[src/rtl/slice_pkg.sv]
package slice_pkg;

    // Width of one slice and depth of its register file
    parameter int SLICE_W  = 4;
    parameter int RF_DEPTH = 16;
    parameter int FN_W     = 3;

    // ALU function codes; the numbering is visible at the ports
    typedef enum logic [FN_W-1:0] {
        FN_ADD    = 3'd0,
        FN_SUBR   = 3'd1,
        FN_SUBS   = 3'd2,
        FN_OR     = 3'd3,
        FN_AND    = 3'd4,
        FN_ANDNOT = 3'd5,
        FN_XOR    = 3'd6,
        FN_XNOR   = 3'd7
    } slice_fn_e;

    // The two ALU operands of the slice
    typedef struct packed {
        logic [SLICE_W-1:0] p;   // first operand: register A or external data
        logic [SLICE_W-1:0] q;   // second operand: register B
    } operand_t;

    // ALU output bundle
    typedef struct packed {
        logic [SLICE_W-1:0] y;
        logic               cout;
    } alu_out_t;

    // Functions that use the adder
    function automatic logic fn_is_arith(slice_fn_e fn);
        return (fn == FN_ADD) || (fn == FN_SUBR) || (fn == FN_SUBS);
    endfunction

    // Which operand the adder inverts for a function
    function automatic logic fn_inv_p(slice_fn_e fn);
        return fn == FN_SUBR;
    endfunction

    function automatic logic fn_inv_q(slice_fn_e fn);
        return fn == FN_SUBS;
    endfunction

endpackage

[src/rtl/slice_regfile.sv]
module slice_regfile
    import slice_pkg::*;
#(
    parameter int W     = SLICE_W,
    parameter int DEPTH = RF_DEPTH,
    localparam int AW   = $clog2(DEPTH)
) (
    input  logic          clk,
    input  logic          rst,
    input  logic          we,
    input  logic [AW-1:0] waddr,
    input  logic [W-1:0]  wdata,
    input  logic [AW-1:0] raddr_a,
    input  logic [AW-1:0] raddr_b,
    output logic [W-1:0]  rdata_a,
    output logic [W-1:0]  rdata_b
);

    logic [W-1:0] cells [DEPTH];

    // One storage word per entry, each with its own decoded write strobe
    for (genvar i = 0; i < DEPTH; i++) begin : g_cell
        logic [W-1:0] cell_q;
        logic         hit;

        assign hit = we && (waddr == AW'(i));

        always_ff @(posedge clk) begin
            if (rst) begin
                cell_q <= '0;
            end else if (hit) begin
                cell_q <= wdata;
            end
        end

        assign cells[i] = cell_q;
    end

    // Two independent asynchronous read ports
    assign rdata_a = cells[raddr_a];
    assign rdata_b = cells[raddr_b];

endmodule

[src/rtl/slice_opsel.sv]
module slice_opsel
    import slice_pkg::*;
#(
    parameter int W = SLICE_W
) (
    input  logic         src_ext,
    input  logic [W-1:0] reg_a,
    input  logic [W-1:0] ext_din,
    input  logic [W-1:0] reg_b,
    output operand_t     ops
);

    always_comb begin
        ops   = '0;
        ops.p = src_ext ? ext_din : reg_a;
        ops.q = reg_b;
    end

endmodule

[src/rtl/slice_alu.sv]
module slice_alu
    import slice_pkg::*;
#(
    parameter int W = SLICE_W
) (
    input  slice_fn_e fn,
    input  operand_t  ops,
    input  logic      cin,
    output alu_out_t  out
);

    logic [W-1:0] add_p;
    logic [W-1:0] add_q;
    logic [W:0]   sum;
    logic [W-1:0] logic_y;

    // Shared adder: subtraction inverts one operand and relies on carry-in
    always_comb begin
        add_p = fn_inv_p(fn) ? ~ops.p : ops.p;
        add_q = fn_inv_q(fn) ? ~ops.q : ops.q;
        sum   = {1'b0, add_p} + {1'b0, add_q} + {{W{1'b0}}, cin};
    end

    // Bitwise functions
    always_comb begin
        unique case (fn)
            FN_OR:     logic_y = ops.p | ops.q;
            FN_AND:    logic_y = ops.p & ops.q;
            FN_ANDNOT: logic_y = ~ops.p & ops.q;
            FN_XOR:    logic_y = ops.p ^ ops.q;
            FN_XNOR:   logic_y = ~(ops.p ^ ops.q);
            default:   logic_y = '0;
        endcase
    end

    always_comb begin
        out = '0;
        if (fn_is_arith(fn)) begin
            out.y    = sum[W-1:0];
            out.cout = sum[W];
        end else begin
            out.y    = logic_y;
            out.cout = 1'b0;
        end
    end

endmodule

[src/rtl/slice_flags.sv]
module slice_flags
    import slice_pkg::*;
#(
    parameter int W = SLICE_W
) (
    input  logic [W-1:0] y,
    output logic         zero,
    output logic         sign
);

    assign zero = ~|y;
    assign sign = y[W-1];

endmodule

[src/rtl/nibble_slice.sv]
module nibble_slice
    import slice_pkg::*;
#(
    parameter int W     = SLICE_W,
    parameter int DEPTH = RF_DEPTH,
    localparam int AW   = $clog2(DEPTH)
) (
    input  logic          clk,
    input  logic          rst,
    input  logic [AW-1:0] addr_a,
    input  logic [AW-1:0] addr_b,
    input  logic [W-1:0]  ext_din,
    input  logic          src_ext,
    input  logic [2:0]    func,
    input  logic          wr_en,
    input  logic          carry_in,
    output logic [W-1:0]  result,
    output logic          carry_out,
    output logic          zero,
    output logic          sign
);

    logic [W-1:0] rd_a;
    logic [W-1:0] rd_b;
    operand_t     ops;
    alu_out_t     alu_o;
    slice_fn_e    fn;

    assign fn = slice_fn_e'(func);

    slice_regfile #(.W(W), .DEPTH(DEPTH)) u_rf (
        .clk     (clk),
        .rst     (rst),
        .we      (wr_en),
        .waddr   (addr_b),
        .wdata   (alu_o.y),
        .raddr_a (addr_a),
        .raddr_b (addr_b),
        .rdata_a (rd_a),
        .rdata_b (rd_b)
    );

    slice_opsel #(.W(W)) u_sel (
        .src_ext (src_ext),
        .reg_a   (rd_a),
        .ext_din (ext_din),
        .reg_b   (rd_b),
        .ops     (ops)
    );

    slice_alu #(.W(W)) u_alu (
        .fn  (fn),
        .ops (ops),
        .cin (carry_in),
        .out (alu_o)
    );

    slice_flags #(.W(W)) u_flg (
        .y    (alu_o.y),
        .zero (zero),
        .sign (sign)
    );

    assign result    = alu_o.y;
    assign carry_out = alu_o.cout;

endmodule

[config.mk]
export PLATFORM = sky130hd
export DESIGN_NAME = nibble_slice
export DESIGN_NICKNAME = d
export VERILOG_FILES = /design/src/rtl/slice_pkg.sv /design/src/rtl/slice_regfile.sv /design/src/rtl/slice_opsel.sv /design/src/rtl/slice_alu.sv /design/src/rtl/slice_flags.sv /design/src/rtl/nibble_slice.sv
export SDC_FILE = /design/constraint.sdc
export NUM_CORES = 1
export LEC_CHECK = 0
export ABC_CLOCK_PERIOD_IN_PS = 5320
export CAP_MARGIN = 20
export CELL_PAD_IN_SITES_DETAIL_PLACEMENT = 0
export CELL_PAD_IN_SITES_GLOBAL_PLACEMENT = 1
export CORE_MARGIN = 2
export CORE_UTILIZATION = 47
export DETAILED_ROUTE_END_ITERATION = 7
export HOLD_SLACK_MARGIN = 0.15
export PLACE_DENSITY = 0.83
export SLEW_MARGIN = 20
export SYNTH_ARGS = -nofsm -noshare
export SYNTH_HDL_FRONTEND = slang
export SYNTH_SLANG_ARGS = --single-unit
[constraint.sdc]
create_clock -name clk -period 5.32 [get_ports clk]
set_input_delay 1.064 -clock clk [delete_from_list [all_inputs] [get_ports clk]]
set_output_delay 1.064 -clock clk [all_outputs]
set_load 0.05 [all_outputs]
==> Yosys cells after proc, flatten, opt, wreduce, memory -nomap -nowiden <==
Index checks and enable logic that the tools add are counted.
{ "classes": {"n_addsub": 2, "order_cmp": 2, "n_eq_ne": 22, "n_mux": 11, "bitwise_logic": 9, "reduce_logical": 22} }
{ "op_table": {"columns": ["cell", "count"], "rows": [
  ["binary-select mux 4 bit (select 4 bit)", 2],
  ["== test 4 bit, second input constant", 8],
  ["2-to-1 mux 4 bit", 7],
  ["case mux 4 bit (5 select lines)", 1],
  ["== test 4 x 3 -> 1 bit, second input constant", 4],
  ["logical AND 1 bit", 16],
  ["== test 3 bit, second input constant", 4],
  ["inverter 4 bit", 3],
  ["greater-or-equal comparator 5 bit, second input constant", 2],
  ["inverter 4 -> 5 bit", 2],
  ["bitwise AND 4 bit", 2],
  ["== test 4 x 2 -> 1 bit, second input constant", 2],
  ["== test 3 x 2 -> 1 bit, second input constant", 2],
  ["adder 4 x 4 -> 5 bit", 1],
  ["adder 5 x 1 -> 5 bit", 1],
  ["2-to-1 mux 5 bit", 1],
  ["== test 4 x 1 -> 1 bit, second input constant", 1],
  ["zero test 4 bit", 1],
  ["OR 4 bit", 1],
  ["OR reduction 4 bit", 1],
  ["bitwise XOR 4 bit", 1],
  ["== test 3 x 1 -> 1 bit, second input constant", 1],
  ["zero test 3 bit", 1],
  ["logical OR 1 bit", 2],
  ["zero test 1 bit", 1]
]} }
{ "word_totals": {"reg_bits": 64} }

==> Longest topological paths before layout <==
{ "depth": {"ltp_word": 12, "mapped_depth": 15, "mapped_depth_nobuf": 11} }

==> Hierarchy <==
From an unflattened synthesis, not the netlist that was laid out.
{ "unflattened": {"cells_unflattened": 477, "area_unflattened_um2": 4325.4} }
{ "by_module_without_submodules": {"columns": ["module", "n_inst", "cells_per_inst", "area_each_um2", "seq_area_each_um2"], "rows": [
  ["slice_regfile", 1, 388, 3624.7, 1281.2],
  ["slice_alu", 1, 79, 605.6, 0.0],
  ["slice_opsel", 1, 8, 75.1, 0.0],
  ["slice_flags", 1, 2, 20.0, 0.0]
]} }

==> Worst setup path after synthesis <==
Ideal clock, no wire load.
{ "synth_timing": {"kind": "input port to output port", "from": "input port addr_b[0]", "to": "output port result[3]", "arrival_ps": 4449, "required_time_ps": 4256, "setup_slack_ps": -193, "stages": 15, "n_path_buf": 4, "cell_sequence": "buf_2 > buf_2 > mux4_2 > a22oi_1 > and2_1 > xnor2_1 > fa_1 > a21o_1 > a21oi_1 > xnor2_1 > nor2_1 > o32a_4 > buf_6 > inv_1 > buf_4"} }
{ "synth_between": {"elab_chain_cells": 9} }
{ "synth_lines": {"columns": ["element", "line", "source"], "rows": [
  ["start: declaration", "nibble_slice.sv:11", "input logic [AW-1:0] addr_b,"],
  ["inverter 4 -> 5 bit (implied by the code) *", "slice_regfile.sv:41", "assign rdata_b = cells[raddr_b];"],
  ["binary-select mux 4 bit (select 4 bit) *", "slice_regfile.sv:41", null],
  ["2-to-1 mux 4 bit (implied by the code) * (2 in series)", "slice_regfile.sv:41", null],
  ["inverter 4 bit", "slice_alu.sv:20", "add_q = fn_inv_q(fn) ? ~ops.q : ops.q;"],
  ["2-to-1 mux 4 bit", "slice_alu.sv:20", null],
  ["adder 4 x 4 -> 5 bit", "slice_alu.sv:21", "sum = {1'b0, add_p} + {1'b0, add_q} + {{W{1'b0}}, cin};"],
  ["adder 5 x 1 -> 5 bit", "slice_alu.sv:21", null],
  ["2-to-1 mux 5 bit *", "slice_alu.sv:38", "if (fn_is_arith(fn)) begin"],
  ["end: declaration", "nibble_slice.sv:17", "output logic [W-1:0] result,"]
]} }
Mark *: on every way between the ends. The rest lies on a longest branch, timed or not. The select of a mux whose other input is x is not followed.

==> Worst setup path in the final report <==
{ "layout_timing": {"from": "input port addr_a[1]", "to": "output port zero"} }
{ "layout_between": {"elab_chain_cells": 12} }
{ "layout_lines": {"columns": ["element", "line", "source"], "rows": [
  ["start: declaration", "nibble_slice.sv:10", "input logic [AW-1:0] addr_a,"],
  ["inverter 4 -> 5 bit (implied by the code) *", "slice_regfile.sv:40", "assign rdata_a = cells[raddr_a];"],
  ["binary-select mux 4 bit (select 4 bit) *", "slice_regfile.sv:40", null],
  ["2-to-1 mux 4 bit (implied by the code) * (2 in series)", "slice_regfile.sv:40", null],
  ["2-to-1 mux 4 bit *", "slice_opsel.sv:15", "ops.p = src_ext ? ext_din : reg_a;"],
  ["inverter 4 bit", "slice_alu.sv:19, slice_alu.sv:29", null],
  ["2-to-1 mux 4 bit", "slice_alu.sv:19", "add_p = fn_inv_p(fn) ? ~ops.p : ops.p;"],
  ["adder 4 x 4 -> 5 bit", "slice_alu.sv:21", null],
  ["adder 5 x 1 -> 5 bit", "slice_alu.sv:21", null],
  ["2-to-1 mux 5 bit *", "slice_alu.sv:38", null],
  ["OR reduction 4 bit *", "slice_flags.sv:11", "assign zero = ~|y;"],
  ["zero test 1 bit *", "slice_flags.sv:11", null],
  ["end: declaration", "nibble_slice.sv:19", "output logic zero,"]
]} }
Marked as above.

==> results.toml <==
[placed_design]
io_buffers = 26
place_area_um2 = 4790
dp_hpwl_um = 8520
gp_congestion = 1.01

[logic_synthesis]
ys.flop_type = "dfxtp_1"
synth-async-reset-ratio = 0
synth_top_cell_area_share = 0.316
postSynthNetCount = 430
ys_seq_area_frac = 0.316
synth-seq-cells = 64
synth_warnings = 0
syn_avg_cell_area_um2 = 10.1
synth_area_leader_cell = "dfxtp_1"
ys_types = 40
synth.area.top_cells = "dfxtp_1, mux4_2, nand2b_1"
synth_area_um2 = 4050
synth_edf_count = 0
synth_cells = 401

[worst_hold_path]
hold_depth = 2
hold_start = "u_rf.g_cell[5].cell_q[2]"
min_path_type = "reg -> reg"
worstHoldEndpoint = "u_rf.g_cell[5].cell_q[2]"

[clock_tree]
htreeDepth = 3
cts_made_buffers = 9
cts.sinks = 64
clkTransAtPathRegs_ns = 0.07
clk_latency_ns = 0.36
cts-root-buf = "clkbuf_8"
cts_tree = "done"
postCtsHoldBufs = 0
clock_path_buffers = 2

[pwr]
p_leak_nw = 1.88
seqPwrFrac = 0.383
combPwrFrac = 0.277
clkPwrFrac = 0.340
p_int_uw = 887
ir_worst_vdd_uv = 187
sw_frac_of_total = 0.308
p_per_area_nw_per_um2 = 245
netSwitchingPower_uw = 395

[floorplanning]
rows = 33
io_pins = 27
dieArea_um2 = 9380
initial_utilization = 0.488
die_h_um = 96.9
design.core.area_um2 = 8300
die_w_um = 96.9

[sta]
relSlewSlack = 0.501
maxSlewViolCount = 0
hold_viol = 0
rsz0062_at_grt = "no"
finalSetupViolations = 0
max_freq_ghz = 0.191
fin_skew_ns = 0.0133
fin_tns_setup_ns = 0
period_minus_slack_ns = 5.23
fin_crit_sh = 0.984
tightest_slew_ns = 0.743

[cells_and_area]
nets = 504
synthToLayoutAreaGrowth_pct = 29.1
mostFrequentLayoutCells = "dfxtp_1, buf_4, nand2b_1, o22ai_1, mux4_2"
drive_above_1_share = 0.333
top_register = "u_rf.g_cell.cell_q"
fin_area_um2 = 5230
fill_cells = 658
largest_reg_flops = 64
top_regs = "u_rf.g_cell.cell_q x64"
utilization = 0.630
layout_commonest_cell = "dfxtp_1"
diodes = 0

[critical_path]
criticalPathCategory = "in -> out"
rr_worst_depth = 12
arrival_ns = 4.17
r2r_start = "u_rf.g_cell[10].cell_q[0]"
rrSetupSlack_ns = 2.17
cp-end-kind = "output pin"
start_kind = "input pin"
cp_max_fo = 13
worstReg2RegEnd = "u_rf.g_cell[15].cell_q[1]"
worstPathRequired_ns = 4.26

[grt]
grt_pass1_vias = 3517
grt_overflow = 0
grt_usage = 0.255
antenna_found_initial = 0
grt_max_degree = 43
grt_pass1_wl_um = 18800

[route]
via_count = 3607
wl_per_cell_um = 20.0
first_pass_iters = 5
drt-initial-drc-count = 262
final_antenna_net_count = 0
drc = 0
vias_per_cell = 6.17
wirelength_um = 11700

[job]
drv_cap = 0

[run_status]
status = "completed"
## worst max-delay path: stages
cell,delay (ns)
clkdlybuf4s50_1,0.51
buf_12,0.15
buf_4,0.13
mux4_2,0.50
mux2_2,0.32
o221ai_4,0.19
xnor2_1,0.16
ha_1,0.28
xnor2_1,0.14
nor2_1,0.12
o32a_4,0.22
and4_4,0.24
buf_8,0.15
## cell usage after synthesis, drive strengths merged, types with 2 or more instances
master and count:
nor3 4, or3 9, a21oi 9, a22o 4
or2 6, xor2 2, a22oi 7, a21o 2
mux2 4, fa 2, nor2b 4, xnor2 9
o221ai 4, o22ai 44, nor2 12, clkbuf 12
o22a 7, inv 11, o21ai 29, mux4 32
a32oi 2, ha 7, buf 13, nand2b 55
nand2 13, nand3b 21, and2 7, dfxtp 64
## stage by stage
stage               worst slack (ns)  hold slack [ns]  cells  power [mW]
finish                        0.0867            0.502    585        1.28
detailed placement            -0.278            0.491    557       0.824
global route                 0.00380            0.532    585        1.33
global placement              -0.249            0.485    557       0.822
floorplan                    0.00214            0.466    401       0.686
CTS                           0.0270            0.501    580        1.27
## power groups by stage
stage               sequential (mW)  clock (mW)  combinational [mW]
floorplan                     0.500           0               0.186
global placement              0.502           0               0.320
detailed placement            0.503           0               0.322
CTS                           0.491       0.439               0.341
global route                  0.492       0.460               0.375
finish                        0.492       0.435               0.355
## timing repair
item                                   in CTS  in global routing
gates resized for setup                    17                  9
setup buffers                               5                  5
pin swaps                                   8                  7
cloned                                      2                  0
setup endpoints to repair                   6                  3
endpoints found under the hold margin       0                  0
## routing by layer
| layer | up-vias | share of wire | wire length, um | GRT usage |
|---|---|---|---|---|
| li1 | 1678 | - | - | - |
| met2 | 158 | 0.47 | 5470 | 0.400 |
| met4 | 0 | 0.022 | 252 | 0.0878 |
| met5 | - | 0 | 0 | 0 |
| met3 | 24 | 0.071 | 832 | 0.0527 |
| met1 | 1747 | 0.44 | 5120 | 0.352 |
## layout make-up
cell class / count / area [um^2] / area share
inverters: 11 / 45.0 / 0.00861
clock inverters: 6 / 67.6 / 0.0129
well taps: 105 / 131 / 0.0251
repair buffers: 88 / 881 / 0.168
clock buffers: 10 / 138 / 0.0263
flip-flops and latches: 64 / 1280 / 0.245
multi-input cells: 301 / 2690 / 0.514
## how the worst max path moves through the flow
stage	start	to	slack (ns)	cells past startpoint
final	addr_a[1]	zero	0.09	13
after global routing	addr_a[1]	zero	0.004	13
after global placement	addr_a[0]	zero	-0.25	15
after floorplan	addr_a[0]	result[3]	0.002	15
after detailed placement	addr_a[0]	zero	-0.28	14
after CTS	addr_a[1]	result[2]	0.03	15
## kinds of logic (layout without fill, tap and decap cells)
logic type	count (synthesis)	count (layout)	share of synthesized area
and+or+nand+nor	134	134	0.199
DFF	64	64	0.316
AOI/OAI and AO/OA	111	111	0.196
muxes	36	36	0.189
xor gates and xnor gates	11	11	0.0238
buffers and inverters	36	115	0.0448
adders and majority gates	9	9	0.0315
Power figures use the tool's default switching activity.
